`config.mk`:
```
export PLATFORM = sky130hd
export DESIGN_NAME = i2c_event_slave
export DESIGN_NICKNAME = d
export VERILOG_FILES = /design/src/rtl/i2cs_pkg.sv /design/src/rtl/i2cs_line_watch.sv /design/src/rtl/i2cs_regs.sv /design/src/rtl/i2cs_fsm.sv /design/src/rtl/i2c_event_slave.sv
export SDC_FILE = /design/constraint.sdc
export NUM_CORES = 1
export LEC_CHECK = 0
export BUFFER_PORTS_ARGS = -buffer_cell sky130_fd_sc_hd__clkbuf_2
export CAP_MARGIN = 10
export CORE_MARGIN = 1
export CORE_UTILIZATION = 50
export DETAILED_ROUTE_END_ITERATION = 12
export GPL_TIMING_DRIVEN = 1
export PLACE_DENSITY = 0.71
export RECOVER_POWER = 25
export SLEW_MARGIN = 20
export SYNTH_ARGS = -nofsm -noshare
export SYNTH_HDL_FRONTEND = slang
export SYNTH_SLANG_ARGS = --single-unit
```
`constraint.sdc`:
```
create_clock -name clk -period 3.4 [get_ports clk]
set_clock_uncertainty 0.1 [all_clocks]
set_input_delay 0.68 -clock clk [delete_from_list [all_inputs] [get_ports clk]]
set_output_delay 0.68 -clock clk [all_outputs]
set_load 0.03 [all_outputs]
```
`src/rtl/i2cs_pkg.sv`:
```
package i2cs_pkg;

    typedef enum logic [2:0] {
        ST_IDLE,
        ST_ADDR,
        ST_AACK,
        ST_RX,
        ST_RACK,
        ST_TX,
        ST_TACK,
        ST_HOLD
    } eng_state_t;

    typedef enum logic [1:0] {
        NX_IDLE,
        NX_RX,
        NX_TX
    } resume_t;

    localparam int BYTE_W = 8;

    localparam logic [1:0] OFS_OWN  = 2'd0;
    localparam logic [1:0] OFS_DATA = 2'd1;
    localparam logic [1:0] OFS_CTRL = 2'd2;
    localparam logic [1:0] OFS_STAT = 2'd3;

    localparam int CB_IEN  = 7;
    localparam int CB_ENAB = 6;
    localparam int CB_IFLG = 3;
    localparam int CB_AAK  = 2;

    localparam logic [7:0] SC_IDLE    = 8'hF8;
    localparam logic [7:0] SC_RX_ADDR = 8'h60;
    localparam logic [7:0] SC_GC_ADDR = 8'h70;
    localparam logic [7:0] SC_RX_ACK  = 8'h80;
    localparam logic [7:0] SC_RX_NACK = 8'h88;
    localparam logic [7:0] SC_GC_ACK  = 8'h90;
    localparam logic [7:0] SC_GC_NACK = 8'h98;
    localparam logic [7:0] SC_END     = 8'hA0;
    localparam logic [7:0] SC_TX_ADDR = 8'hA8;
    localparam logic [7:0] SC_TX_ACK  = 8'hB8;
    localparam logic [7:0] SC_TX_NACK = 8'hC0;
    localparam logic [7:0] SC_TX_LAST = 8'hC8;

endpackage

```
`src/rtl/i2cs_line_watch.sv`:
```
module i2cs_line_watch #(
    parameter int SYNC_STAGES = 2
) (
    input  logic clk,
    input  logic rst_n,
    input  logic scl_in,
    input  logic sda_in,
    output logic scl_lvl,
    output logic sda_lvl,
    output logic scl_rise,
    output logic scl_fall,
    output logic start_det,
    output logic stop_det
);
    localparam int TOP = SYNC_STAGES - 1;

    logic [TOP:0] scl_pipe;
    logic [TOP:0] sda_pipe;
    logic         scl_q;
    logic         sda_q;

    genvar g;
    generate
        for (g = 0; g < SYNC_STAGES; g++) begin : g_sync
            always_ff @(posedge clk or negedge rst_n) begin
                if (!rst_n) begin
                    scl_pipe[g] <= 1'b1;
                    sda_pipe[g] <= 1'b1;
                end else if (g == 0) begin
                    scl_pipe[g] <= scl_in;
                    sda_pipe[g] <= sda_in;
                end else begin
                    scl_pipe[g] <= scl_pipe[(g == 0) ? 0 : g - 1];
                    sda_pipe[g] <= sda_pipe[(g == 0) ? 0 : g - 1];
                end
            end
        end
    endgenerate

    always_ff @(posedge clk or negedge rst_n) begin
        if (!rst_n) begin
            scl_q <= 1'b1;
            sda_q <= 1'b1;
        end else begin
            scl_q <= scl_pipe[TOP];
            sda_q <= sda_pipe[TOP];
        end
    end

    assign scl_lvl   = scl_pipe[TOP];
    assign sda_lvl   = sda_pipe[TOP];
    assign scl_rise  = !scl_q && scl_lvl;
    assign scl_fall  = scl_q && !scl_lvl;
    assign start_det = scl_q && scl_lvl && sda_q && !sda_lvl;
    assign stop_det  = scl_q && scl_lvl && !sda_q && sda_lvl;

endmodule

```
`src/rtl/i2cs_regs.sv`:
```
module i2cs_regs
    import i2cs_pkg::*;
#(
    parameter logic [6:0] RST_OWN = 7'h00
) (
    input  logic       clk,
    input  logic       rst_n,
    input  logic [1:0] cpu_sel,
    input  logic       cpu_wr,
    input  logic [7:0] cpu_wdata,
    output logic [7:0] cpu_rdata,
    input  logic       flag_set,
    input  logic [7:0] post_code,
    input  logic       rx_load,
    input  logic [7:0] rx_byte,
    output logic [6:0] own_addr,
    output logic       gce,
    output logic       ien,
    output logic       enab,
    output logic       aak,
    output logic       iflg,
    output logic [7:0] tx_byte
);
    logic [7:0] data_q;
    logic [7:0] code_q;
    logic [7:0] status;
    logic       wr_own;
    logic       wr_data;
    logic       wr_ctrl;

    assign wr_own  = cpu_wr && (cpu_sel == OFS_OWN);
    assign wr_data = cpu_wr && (cpu_sel == OFS_DATA);
    assign wr_ctrl = cpu_wr && (cpu_sel == OFS_CTRL);

    always_ff @(posedge clk or negedge rst_n) begin
        if (!rst_n) begin
            own_addr <= RST_OWN;
            gce      <= 1'b0;
            data_q   <= '0;
            ien      <= 1'b0;
            enab     <= 1'b0;
            aak      <= 1'b0;
            iflg     <= 1'b0;
            code_q   <= SC_IDLE;
        end else begin
            if (wr_own) begin
                own_addr <= cpu_wdata[7:1];
                gce      <= cpu_wdata[0];
            end
            if (rx_load) begin
                data_q <= rx_byte;
            end else if (wr_data) begin
                data_q <= cpu_wdata;
            end
            if (wr_ctrl) begin
                ien  <= cpu_wdata[CB_IEN];
                enab <= cpu_wdata[CB_ENAB];
                aak  <= cpu_wdata[CB_AAK];
            end
            if (flag_set) begin
                iflg   <= 1'b1;
                code_q <= post_code;
            end else if (wr_ctrl && !cpu_wdata[CB_IFLG]) begin
                iflg <= 1'b0;
            end
        end
    end

    assign status  = iflg ? code_q : SC_IDLE;
    assign tx_byte = data_q;

    always_comb begin
        unique case (cpu_sel)
            OFS_OWN:  cpu_rdata = {own_addr, gce};
            OFS_DATA: cpu_rdata = data_q;
            OFS_CTRL: cpu_rdata = {ien, enab, 2'b00, iflg, aak, 2'b00};
            default:  cpu_rdata = status;
        endcase
    end


    flag_only_by_engine_chk: assert property (@(posedge clk) disable iff (!rst_n)
        $rose(iflg) |-> $past(flag_set));

endmodule

```
`src/rtl/i2cs_fsm.sv`:
```
module i2cs_fsm
    import i2cs_pkg::*;
(
    input  logic       clk,
    input  logic       rst_n,
    input  logic       enab,
    input  logic       aak,
    input  logic       gce,
    input  logic [6:0] own_addr,
    input  logic       iflg,
    input  logic [7:0] tx_byte,
    input  logic       sda_lvl,
    input  logic       scl_rise,
    input  logic       scl_fall,
    input  logic       start_det,
    input  logic       stop_det,
    output logic       flag_set,
    output logic [7:0] post_code,
    output logic       rx_load,
    output logic [7:0] rx_byte,
    output logic       sda_drive_low,
    output logic       scl_drive_low
);
    localparam logic [3:0] FULL_CNT = 4'(BYTE_W);
    localparam logic [3:0] LAST_TX  = 4'(BYTE_W - 1);

    eng_state_t state, state_d;
    resume_t    resume;
    logic [7:0] shreg;
    logic [3:0] bit_cnt;
    logic       is_gc;
    logic       ack_sent;
    logic       last_tx;
    logic       mack;
    logic       rx_fresh;

    logic addr_full;
    logic own_hit;
    logic gc_hit;
    logic accept;
    logic bus_edge;

    assign addr_full = (bit_cnt == FULL_CNT);
    assign own_hit   = (shreg[7:1] == own_addr);
    assign gc_hit    = gce && (shreg == 8'h00);
    assign accept    = enab && aak && (own_hit || gc_hit);
    assign bus_edge  = start_det || stop_det;
    assign rx_byte   = shreg;

    // next-state logic
    always_comb begin
        state_d = state;
        unique case (state)
            ST_IDLE: begin
                if (start_det) state_d = ST_ADDR;
            end
            ST_ADDR: begin
                if (stop_det)                    state_d = ST_IDLE;
                else if (start_det)              state_d = ST_ADDR;
                else if (scl_fall && addr_full)  state_d = accept ? ST_AACK : ST_IDLE;
            end
            ST_AACK, ST_RACK, ST_TACK: begin
                if (stop_det)       state_d = ST_IDLE;
                else if (start_det) state_d = ST_ADDR;
                else if (scl_fall)  state_d = ST_HOLD;
            end
            ST_RX: begin
                if (stop_det)                    state_d = ST_IDLE;
                else if (start_det)              state_d = ST_ADDR;
                else if (scl_fall && addr_full)  state_d = ST_RACK;
            end
            ST_TX: begin
                if (stop_det)                         state_d = ST_IDLE;
                else if (start_det)                   state_d = ST_ADDR;
                else if (scl_fall && bit_cnt == LAST_TX) state_d = ST_TACK;
            end
            ST_HOLD: begin
                if (!iflg && !flag_set) begin
                    unique case (resume)
                        NX_RX:   state_d = ST_RX;
                        NX_TX:   state_d = ST_TX;
                        default: state_d = ST_IDLE;
                    endcase
                end
            end
            default: state_d = ST_IDLE;
        endcase
        if (!enab) state_d = ST_IDLE;
    end

    // state register
    always_ff @(posedge clk or negedge rst_n) begin
        if (!rst_n) state <= ST_IDLE;
        else        state <= state_d;
    end

    // datapath and event posting
    always_ff @(posedge clk or negedge rst_n) begin
        if (!rst_n) begin
            shreg     <= '0;
            bit_cnt   <= '0;
            is_gc     <= 1'b0;
            ack_sent  <= 1'b0;
            last_tx   <= 1'b0;
            mack      <= 1'b0;
            rx_fresh  <= 1'b0;
            resume    <= NX_IDLE;
            flag_set  <= 1'b0;
            post_code <= SC_IDLE;
            rx_load   <= 1'b0;
        end else begin
            flag_set <= 1'b0;
            rx_load  <= 1'b0;
            if (enab && state == ST_RX && rx_fresh && bus_edge) begin
                flag_set  <= 1'b1;
                post_code <= SC_END;
            end
            if (!enab) begin
                bit_cnt  <= '0;
                rx_fresh <= 1'b0;
            end else if (start_det) begin
                bit_cnt  <= '0;
                rx_fresh <= 1'b0;
            end else begin
                unique case (state)
                    ST_IDLE: begin
                        bit_cnt <= '0;
                    end
                    ST_ADDR: begin
                        if (scl_rise && !addr_full) begin
                            shreg   <= {shreg[6:0], sda_lvl};
                            bit_cnt <= bit_cnt + 4'd1;
                        end
                        if (scl_fall && addr_full) begin
                            is_gc  <= gc_hit;
                            resume <= (!gc_hit && shreg[0]) ? NX_TX : NX_RX;
                        end
                    end
                    ST_AACK: begin
                        if (scl_fall) begin
                            flag_set  <= 1'b1;
                            post_code <= is_gc ? SC_GC_ADDR :
                                         (resume == NX_TX) ? SC_TX_ADDR : SC_RX_ADDR;
                        end
                    end
                    ST_RX: begin
                        if (scl_rise && !addr_full) begin
                            shreg   <= {shreg[6:0], sda_lvl};
                            bit_cnt <= bit_cnt + 4'd1;
                        end
                        if (scl_fall) rx_fresh <= 1'b0;
                        if (scl_fall && addr_full) begin
                            rx_load  <= 1'b1;
                            ack_sent <= aak;
                        end
                    end
                    ST_RACK: begin
                        if (scl_fall) begin
                            flag_set <= 1'b1;
                            if (ack_sent) begin
                                post_code <= is_gc ? SC_GC_ACK : SC_RX_ACK;
                                resume    <= NX_RX;
                            end else begin
                                post_code <= is_gc ? SC_GC_NACK : SC_RX_NACK;
                                resume    <= NX_IDLE;
                            end
                        end
                    end
                    ST_TX: begin
                        if (scl_fall) begin
                            shreg   <= {shreg[6:0], 1'b1};
                            bit_cnt <= bit_cnt + 4'd1;
                        end
                    end
                    ST_TACK: begin
                        if (scl_rise) mack <= !sda_lvl;
                        if (scl_fall) begin
                            flag_set <= 1'b1;
                            if (!mack) begin
                                post_code <= SC_TX_NACK;
                                resume    <= NX_IDLE;
                            end else if (last_tx) begin
                                post_code <= SC_TX_LAST;
                                resume    <= NX_IDLE;
                            end else begin
                                post_code <= SC_TX_ACK;
                                resume    <= NX_TX;
                            end
                        end
                    end
                    ST_HOLD: begin
                        if (state_d != ST_HOLD) begin
                            bit_cnt  <= '0;
                            rx_fresh <= (resume == NX_RX);
                            if (resume == NX_TX) begin
                                shreg   <= tx_byte;
                                last_tx <= !aak;
                            end
                        end
                    end
                    default: ;
                endcase
            end
        end
    end

    // line outputs
    always_comb begin
        sda_drive_low = 1'b0;
        scl_drive_low = 1'b0;
        unique case (state)
            ST_AACK: sda_drive_low = 1'b1;
            ST_RACK: sda_drive_low = ack_sent;
            ST_TX:   sda_drive_low = !shreg[7];
            ST_HOLD: scl_drive_low = 1'b1;
            default: ;
        endcase
    end


    stretch_release_chk: assert property (@(posedge clk) disable iff (!rst_n)
        (scl_drive_low && !iflg && !flag_set && enab) |=> !scl_drive_low);


    quiet_when_off_chk: assert property (@(posedge clk) disable iff (!rst_n)
        !enab |=> (!sda_drive_low && !scl_drive_low));


    nack_release_chk: assert property (@(posedge clk) disable iff (!rst_n)
        (flag_set && post_code == SC_TX_NACK) |-> !sda_drive_low);


    ack_after_fall_chk: assert property (@(posedge clk) disable iff (!rst_n)
        ($rose(sda_drive_low) && state != ST_TX) |-> $past(scl_fall));

endmodule

```
`src/rtl/i2c_event_slave.sv`:
```
module i2c_event_slave
    import i2cs_pkg::*;
#(
    parameter int         SYNC_STAGES = 2,
    parameter logic [6:0] RST_OWN     = 7'h00
) (
    input  logic       clk,
    input  logic       rst_n,
    input  logic [1:0] cpu_sel,
    input  logic       cpu_wr,
    input  logic [7:0] cpu_wdata,
    output logic [7:0] cpu_rdata,
    input  logic       scl_in,
    input  logic       sda_in,
    output logic       scl_pull,
    output logic       sda_pull,
    output logic       irq
);
    logic       scl_lvl, sda_lvl, scl_rise, scl_fall, start_det, stop_det;
    logic       flag_set, rx_load;
    logic [7:0] post_code, rx_byte, tx_byte;
    logic [6:0] own_addr;
    logic       gce, ien, enab, aak, iflg;

    i2cs_line_watch #(.SYNC_STAGES(SYNC_STAGES)) u_watch (
        .clk       (clk),
        .rst_n     (rst_n),
        .scl_in    (scl_in),
        .sda_in    (sda_in),
        .scl_lvl   (scl_lvl),
        .sda_lvl   (sda_lvl),
        .scl_rise  (scl_rise),
        .scl_fall  (scl_fall),
        .start_det (start_det),
        .stop_det  (stop_det)
    );

    i2cs_regs #(.RST_OWN(RST_OWN)) u_regs (
        .clk       (clk),
        .rst_n     (rst_n),
        .cpu_sel   (cpu_sel),
        .cpu_wr    (cpu_wr),
        .cpu_wdata (cpu_wdata),
        .cpu_rdata (cpu_rdata),
        .flag_set  (flag_set),
        .post_code (post_code),
        .rx_load   (rx_load),
        .rx_byte   (rx_byte),
        .own_addr  (own_addr),
        .gce       (gce),
        .ien       (ien),
        .enab      (enab),
        .aak       (aak),
        .iflg      (iflg),
        .tx_byte   (tx_byte)
    );

    i2cs_fsm u_fsm (
        .clk           (clk),
        .rst_n         (rst_n),
        .enab          (enab),
        .aak           (aak),
        .gce           (gce),
        .own_addr      (own_addr),
        .iflg          (iflg),
        .tx_byte       (tx_byte),
        .sda_lvl       (sda_lvl),
        .scl_rise      (scl_rise),
        .scl_fall      (scl_fall),
        .start_det     (start_det),
        .stop_det      (stop_det),
        .flag_set      (flag_set),
        .post_code     (post_code),
        .rx_load       (rx_load),
        .rx_byte       (rx_byte),
        .sda_drive_low (sda_pull),
        .scl_drive_low (scl_pull)
    );

    // scl_lvl is observed through scl_rise/scl_fall only
    logic unused_lvl;
    assign unused_lvl = scl_lvl;

    assign irq = ien && iflg;


    irq_tracks_flag_chk: assert property (@(posedge clk) disable iff (!rst_n)
        $rose(irq) |-> (ien && ($rose(iflg) || $rose(ien))));

endmodule

```
Word-level counts from Yosys, hierarchy flattened

Cells that the tools add are included.

Add/subtract/negate cells: 1
Equality and inequality tests: 28
Multiplexer cells: 73
Bitwise logic cells: 1
Reductions and logical operators: 53

Operator list:

| kind                                                                     | count |
|---|---|
| 8-bit 2-to-1 mux                                                         | 17 |
| 8-bit case mux with 3 select lines                                       | 3 |
| 3-bit 2-to-1 mux                                                         | 15 |
| 1-bit logical AND                                                        | 23 |
| 4-bit 2-to-1 mux                                                         | 5 |
| 3-bit case mux with 6 select lines                                       | 1 |
| 1-bit 2-to-1 mux                                                         | 17 |
| 4-bit by 2-bit inequality test with 1-bit output (second input constant) | 4 |
| 4-bit case mux with 4 select lines                                       | 1 |
| 4-bit AND reduction                                                      | 4 |
| 2-bit 2-to-1 mux                                                         | 7 |
| 2-bit by 1-bit inequality test with 1-bit output (second input constant) | 7 |
| 3-bit equality test (second input constant)                              | 4 |
| 1-bit logical NOT                                                        | 11 |
| 5-bit 2-to-1 mux                                                         | 2 |
| 8-bit logical NOT                                                        | 1 |
| 7-bit equality test                                                      | 1 |
| 7-bit 2-to-1 mux                                                         | 1 |
| 7-bit AND reduction                                                      | 1 |
| 3-bit by 2-bit equality test with 1-bit output (second input constant)   | 2 |
| 6-bit by 2-bit inequality test with 1-bit output (second input constant) | 1 |
| 2-bit case mux with 3 select lines                                       | 1 |
| 3-bit case mux with 2 select lines                                       | 1 |
| 6-bit AND reduction                                                      | 1 |
| other kinds (20)                                                         | 25 |

Register bits after elaboration: 66
Output and inout bits: 11

Logic depth before layout (Yosys ltp)

Word-level depth: 15
Depth in mapped cells: 8
Mapped depth without buffers: 8

Cells and area by module

A second synthesis with hierarchy kept.

Cells, all modules: 372
Area total of the unflattened synthesis: 3,676.0 µm²

Modules (own cells, without submodules):

| module          | times used | cells each | area each (µm²) |
|---|---|---|---|
| i2cs_fsm        | 1          | 243        | 2,102.0 |
| i2cs_regs       | 1          | 118        | 1,377.6 |
| i2cs_line_watch | 1          | 10         | 190.2 |
| i2c_event_slave | 1          | 1          | 6.3 |

Worst setup path after synthesis

Ideal clock, no wire load.

Path kind: in2out
Start point: input port cpu_sel[1]
End point: output port cpu_rdata[7]
Data arrival time: 1.738 ns
Required time: 2.620 ns
Path slack: 0.882 ns
Cell stages on the path: 3
Buffers on the path: 1
Cells stage by stage: clkbuf_1 mux2i_1 o21ai_0

Cells in the longest elaborated chain, start to end: 2

Ends and longest elaborated chain:

| item                                        | line                  | RTL |
|---|---|---|
| from (decl)                                 | i2c_event_slave.sv:9  | `input logic [1:0] cpu_sel,` |
| 2-bit equality test (tied with other cells) | i2cs_regs.sv:73       | `unique case (cpu_sel)` |
| 8-bit case mux with 3 select lines (*)      | i2cs_regs.sv:73       |  |
| to (decl)                                   | i2c_event_slave.sv:12 | `output logic [7:0] cpu_rdata,` |

Every way passes the cells marked *; elsewhere a longest branch is shown, timed or not.

Worst setup path after layout

Start point: register u_fsm.state[2]
End point: register u_fsm.shreg[4] (netlist: u_fsm.rx_byte[4])

Cells in the longest elaborated chain, start to end: 8

Ends and longest elaborated chain:

| item                                                       | line            | RTL |
|---|---|---|
| from (decl)                                                | i2cs_fsm.sv:27  | `eng_state_t state, state_d;` |
| from (signal assigned)                                     | i2cs_fsm.sv:94  | `else state <= state_d;` |
| 3-bit 2-to-1 mux (on tied branches) (3 in a row)           | n/a             |  |
| 3-bit case mux with 6 select lines                         | i2cs_fsm.sv:53  | `unique case (state)` |
| 3-bit 2-to-1 mux                                           | i2cs_fsm.sv:88  | `if (!enab) state_d = ST_IDLE;` |
| 3-bit inequality test                                      | i2cs_fsm.sv:192 | `if (state_d != ST_HOLD) begin` |
| 2-bit by 1-bit inequality test with 1-bit output (no line) | n/a             |  |
| 7-bit AND reduction (no line)                              | n/a             |  |
| to (signal assigned)                                       | i2cs_fsm.sv:131 | `shreg <= {shreg[6:0], sda_lvl};` |
| to (signal assigned)                                       | i2cs_fsm.sv:148 | `shreg <= {shreg[6:0], sda_lvl};` |
| to (signal assigned)                                       | i2cs_fsm.sv:196 | `shreg <= tx_byte;` |
| to (decl)                                                  | i2cs_fsm.sv:29  | `logic [7:0] shreg;` |

Several ways; a longest one is shown, not always the timed one.
A chain may end at the register's enable or synchronous reset.

==> metrics <==
standard-cell rows=30; Max FO, Critical Path=16; Post-Route Setup TNS=0 ns; post-CTS sizing=0; worst skew pair latency=0.34 ns; vias in the first global route=2605; Pwr Density=472 nW/µm²; Tot Pwr=1920 µW; CTS Sinks=66; residual DRC count=0; Starting Density=52.8%; htree depth=3; number of synthesized flops with an enable pin=0; Slew headroom=-5.41%; grt met3 use=3.51%; CP max stage delay=0.69 ns; flop2flop setup slack=0.73 ns; RD Place Congestion=0.927; clk slew on worst S/H paths=0.07 ns; Peak VDD IR=0.000286 V; FF+latch count, synth=66; P_leak=0.00176 µW; Hold Crit Class=flip-flop to flip-flop; RSZ-0062 raised after global routing=false; grt met2 use=35.2%; worst-path cell chain=nand3_1 -> buf_4 -> or4_1 -> o211a_2 -> a41oi_4 -> mux2_4; TritonRoute pass-1 iters=5; Die Wd=87.4 µm; pin count of the biggest net entering global routing=67; Yosys top cell area share=34.3%; final wirelength=8650 µm; first-pass GRT wire length=13800 µm; Achievable Freq=374 MHz; Post-Syn Area per Cell=10.9 µm²; R2R Path End=u_fsm.rx_byte[4]; Crit. Startpoint=u_fsm.state[2]; core area=6910 µm²; IO Pins=26; DIE AREA=7630 µm²; share of layout cells above drive strength 1=29.6%; initial antenna violation count=0; crit end category=flip-flop; CTS Buf Count=9; slew at the pin closest to its max-slew limit=1.58 ns; hold path startpoint=u_watch.scl_pipe[0]; cells after synthesis=334; top_reg_cell synth=dfrtp_1; Synthesized Nets=353; Routed Antenna Nets=0; nets=379; Setup Fix Bufs, Post-CTS=0; clock root buffer=clkbuf_8; Worst R2R Start=u_fsm.state[2]; WP data required=3.53 ns; Distinct cells, synth=70; Setup CP Type=flip-flop to flip-flop; CTS tree=built; hpwl dp=6260 µm; Syn-to-layout area delta=11.7%; Final min period=2.67 ns; slowest CP cell=dfrtp_1; largest cells by area after synthesis=dfrtp_1 (34%), dfstp_2 (12%), mux2_2 (8.3%), mux2i_1 (4.4%), nand2_1 (3.4%); Port Buffer Count=25; Final setup viols=0; status=finished with violations; most common cell after layout, fill and taps aside=dfrtp_1; post-synthesis cell area=3640 µm²; Worst Reg-to-Reg Cells=6; Max Slew Vio Count=67; FILL cells=613; Final Hold Fails=0; routing usage on met1=36.5%; sequential area share after synthesis=45.9%; failing checks=max-capacitance violations, max-slew violations; Ant. Diodes=0; hold endpoint=u_watch.scl_lvl; Avg Vias per Cell=6.00; WHS Path Cells=0; synth warn=0; busiest layer in global routing=met1; Total GRT Usage=24.5%; Vias=2765; WL/cell=18.8 µm; asr flop ratio synth=100%; crit share post-route=78.6%; worst-case clock buffer depth=2; Startpoint Class=flip-flop; Yosys top cell by area=dfrtp_1; Crit path arrival time=2.80 ns; DR iter-0 viols=236; most frequent cells in the layout=dfrtp_1 (50), nand2_1 (33), mux2_2 (27); hold buffer count at CTS=0; Die Y=87.4 µm; Overflow after GRT=0; maxcap violations=1
==> state kept, by name, summed over array words and instances, names as in the netlist, 2 cells and up <==
name             flops
u_fsm.state          3
u_fsm.resume         2
u_fsm.bit_cnt        4
u_regs.code_q        8
u_regs.own_addr      7
u_fsm.rx_byte        8
u_fsm.post_code      8
u_regs.tx_byte       8
==> critical path, delay by kind of cell (launching register included) <==
family	cells	cell delay, ns
muxes	1	0.34
DFF	1	0.69
AOI/OAI and AO/OA	2	0.68
and+or+nand+nor	2	0.53
buffers and inverters	1	0.21
==> through the flow <==
stage               utilization [%]  std cells  instance area [µm²]  hold WS, ns  setup WS (ns)
floorplan                         -        334                 3640        0.245          0.882
global placement               55.3        445                 3820        0.246          0.799
detailed placement             55.3        445                 3820        0.247          0.776
CTS                            58.9        461                 4070        0.257          0.761
global route                   58.9        461                 4070        0.268          0.596
finish                         58.9        461                 4070        0.262          0.727
==> cell families (layout without fill, tap and decap cells) <==
group           after synthesis  count (layout)  share of synthesized area (%)
fa+ha+maj                     4               4                           1.37
simple gates                 95              95                           14.1
xor+xnor                      8               8                           1.92
buf+inv                      32              63                           4.98
flops                        66              66                           45.9
compound gates               77              77                           14.8
mux                          52              52                           16.9
==> power by group <==
part / leakage, µW / switching [µW] / internal [µW]
Clock: 0.000123 / 301 / 508
Sequential: 0.000828 / 59.7 / 835
Combinational: 0.000811 / 128 / 87.7
==> final cells by class <==
type | count | area, µm² | area share (%)
multi-input cells | 236 | 1790 | 44.0
inverters | 17 | 77.6 | 1.91
repair buffers | 30 | 160 | 3.94
clock inverters | 6 | 111 | 2.74
well taps | 96 | 120 | 2.95
flip-flops and latches | 66 | 1670 | 41.1
clock buffers | 10 | 138 | 3.38
==> per-layer routing <==
layer | wire, µm | up-vias | part of all wire (%)
met1 | 4180 | 1384 | 48
met3 | 457 | 19 | 5.3
met4 | 190 | 0 | 2.2
met5 | 0 | - | 0
met2 | 3820 | 86 | 44
li1 | - | 1276 | -
==> worst max path at each step <==
stage                                   to  cells past startpoint  slack (ns)
after floorplan               cpu_rdata[7]                      3        0.88
after global placement    u_fsm.rx_byte[0]                      6        0.80
after detailed placement  u_fsm.rx_byte[6]                      6        0.78
after CTS                 u_fsm.rx_byte[4]                      6        0.76
after global routing      u_fsm.rx_byte[0]                      6        0.60
final                     u_fsm.rx_byte[4]                      6        0.73
==> synth_stat cells, drive strengths merged (3+ instances only) <==
cell type	instances
dfrtp	50
mux2	34
nand2	33
o21ai	26
dfstp	16
inv	16
mux2i	16
a21oi	10
nand3	10
buf	9
a31oi	8
nor2	8
nand2b	7
xor2	7
clkbuf	6
nor3	5
o221ai	5
ha	4
nor4	4
and2	3
and2b	3
and3	3
nand3b	3
nor2b	3
o22ai	3
(Power assumes the default switching activity.)
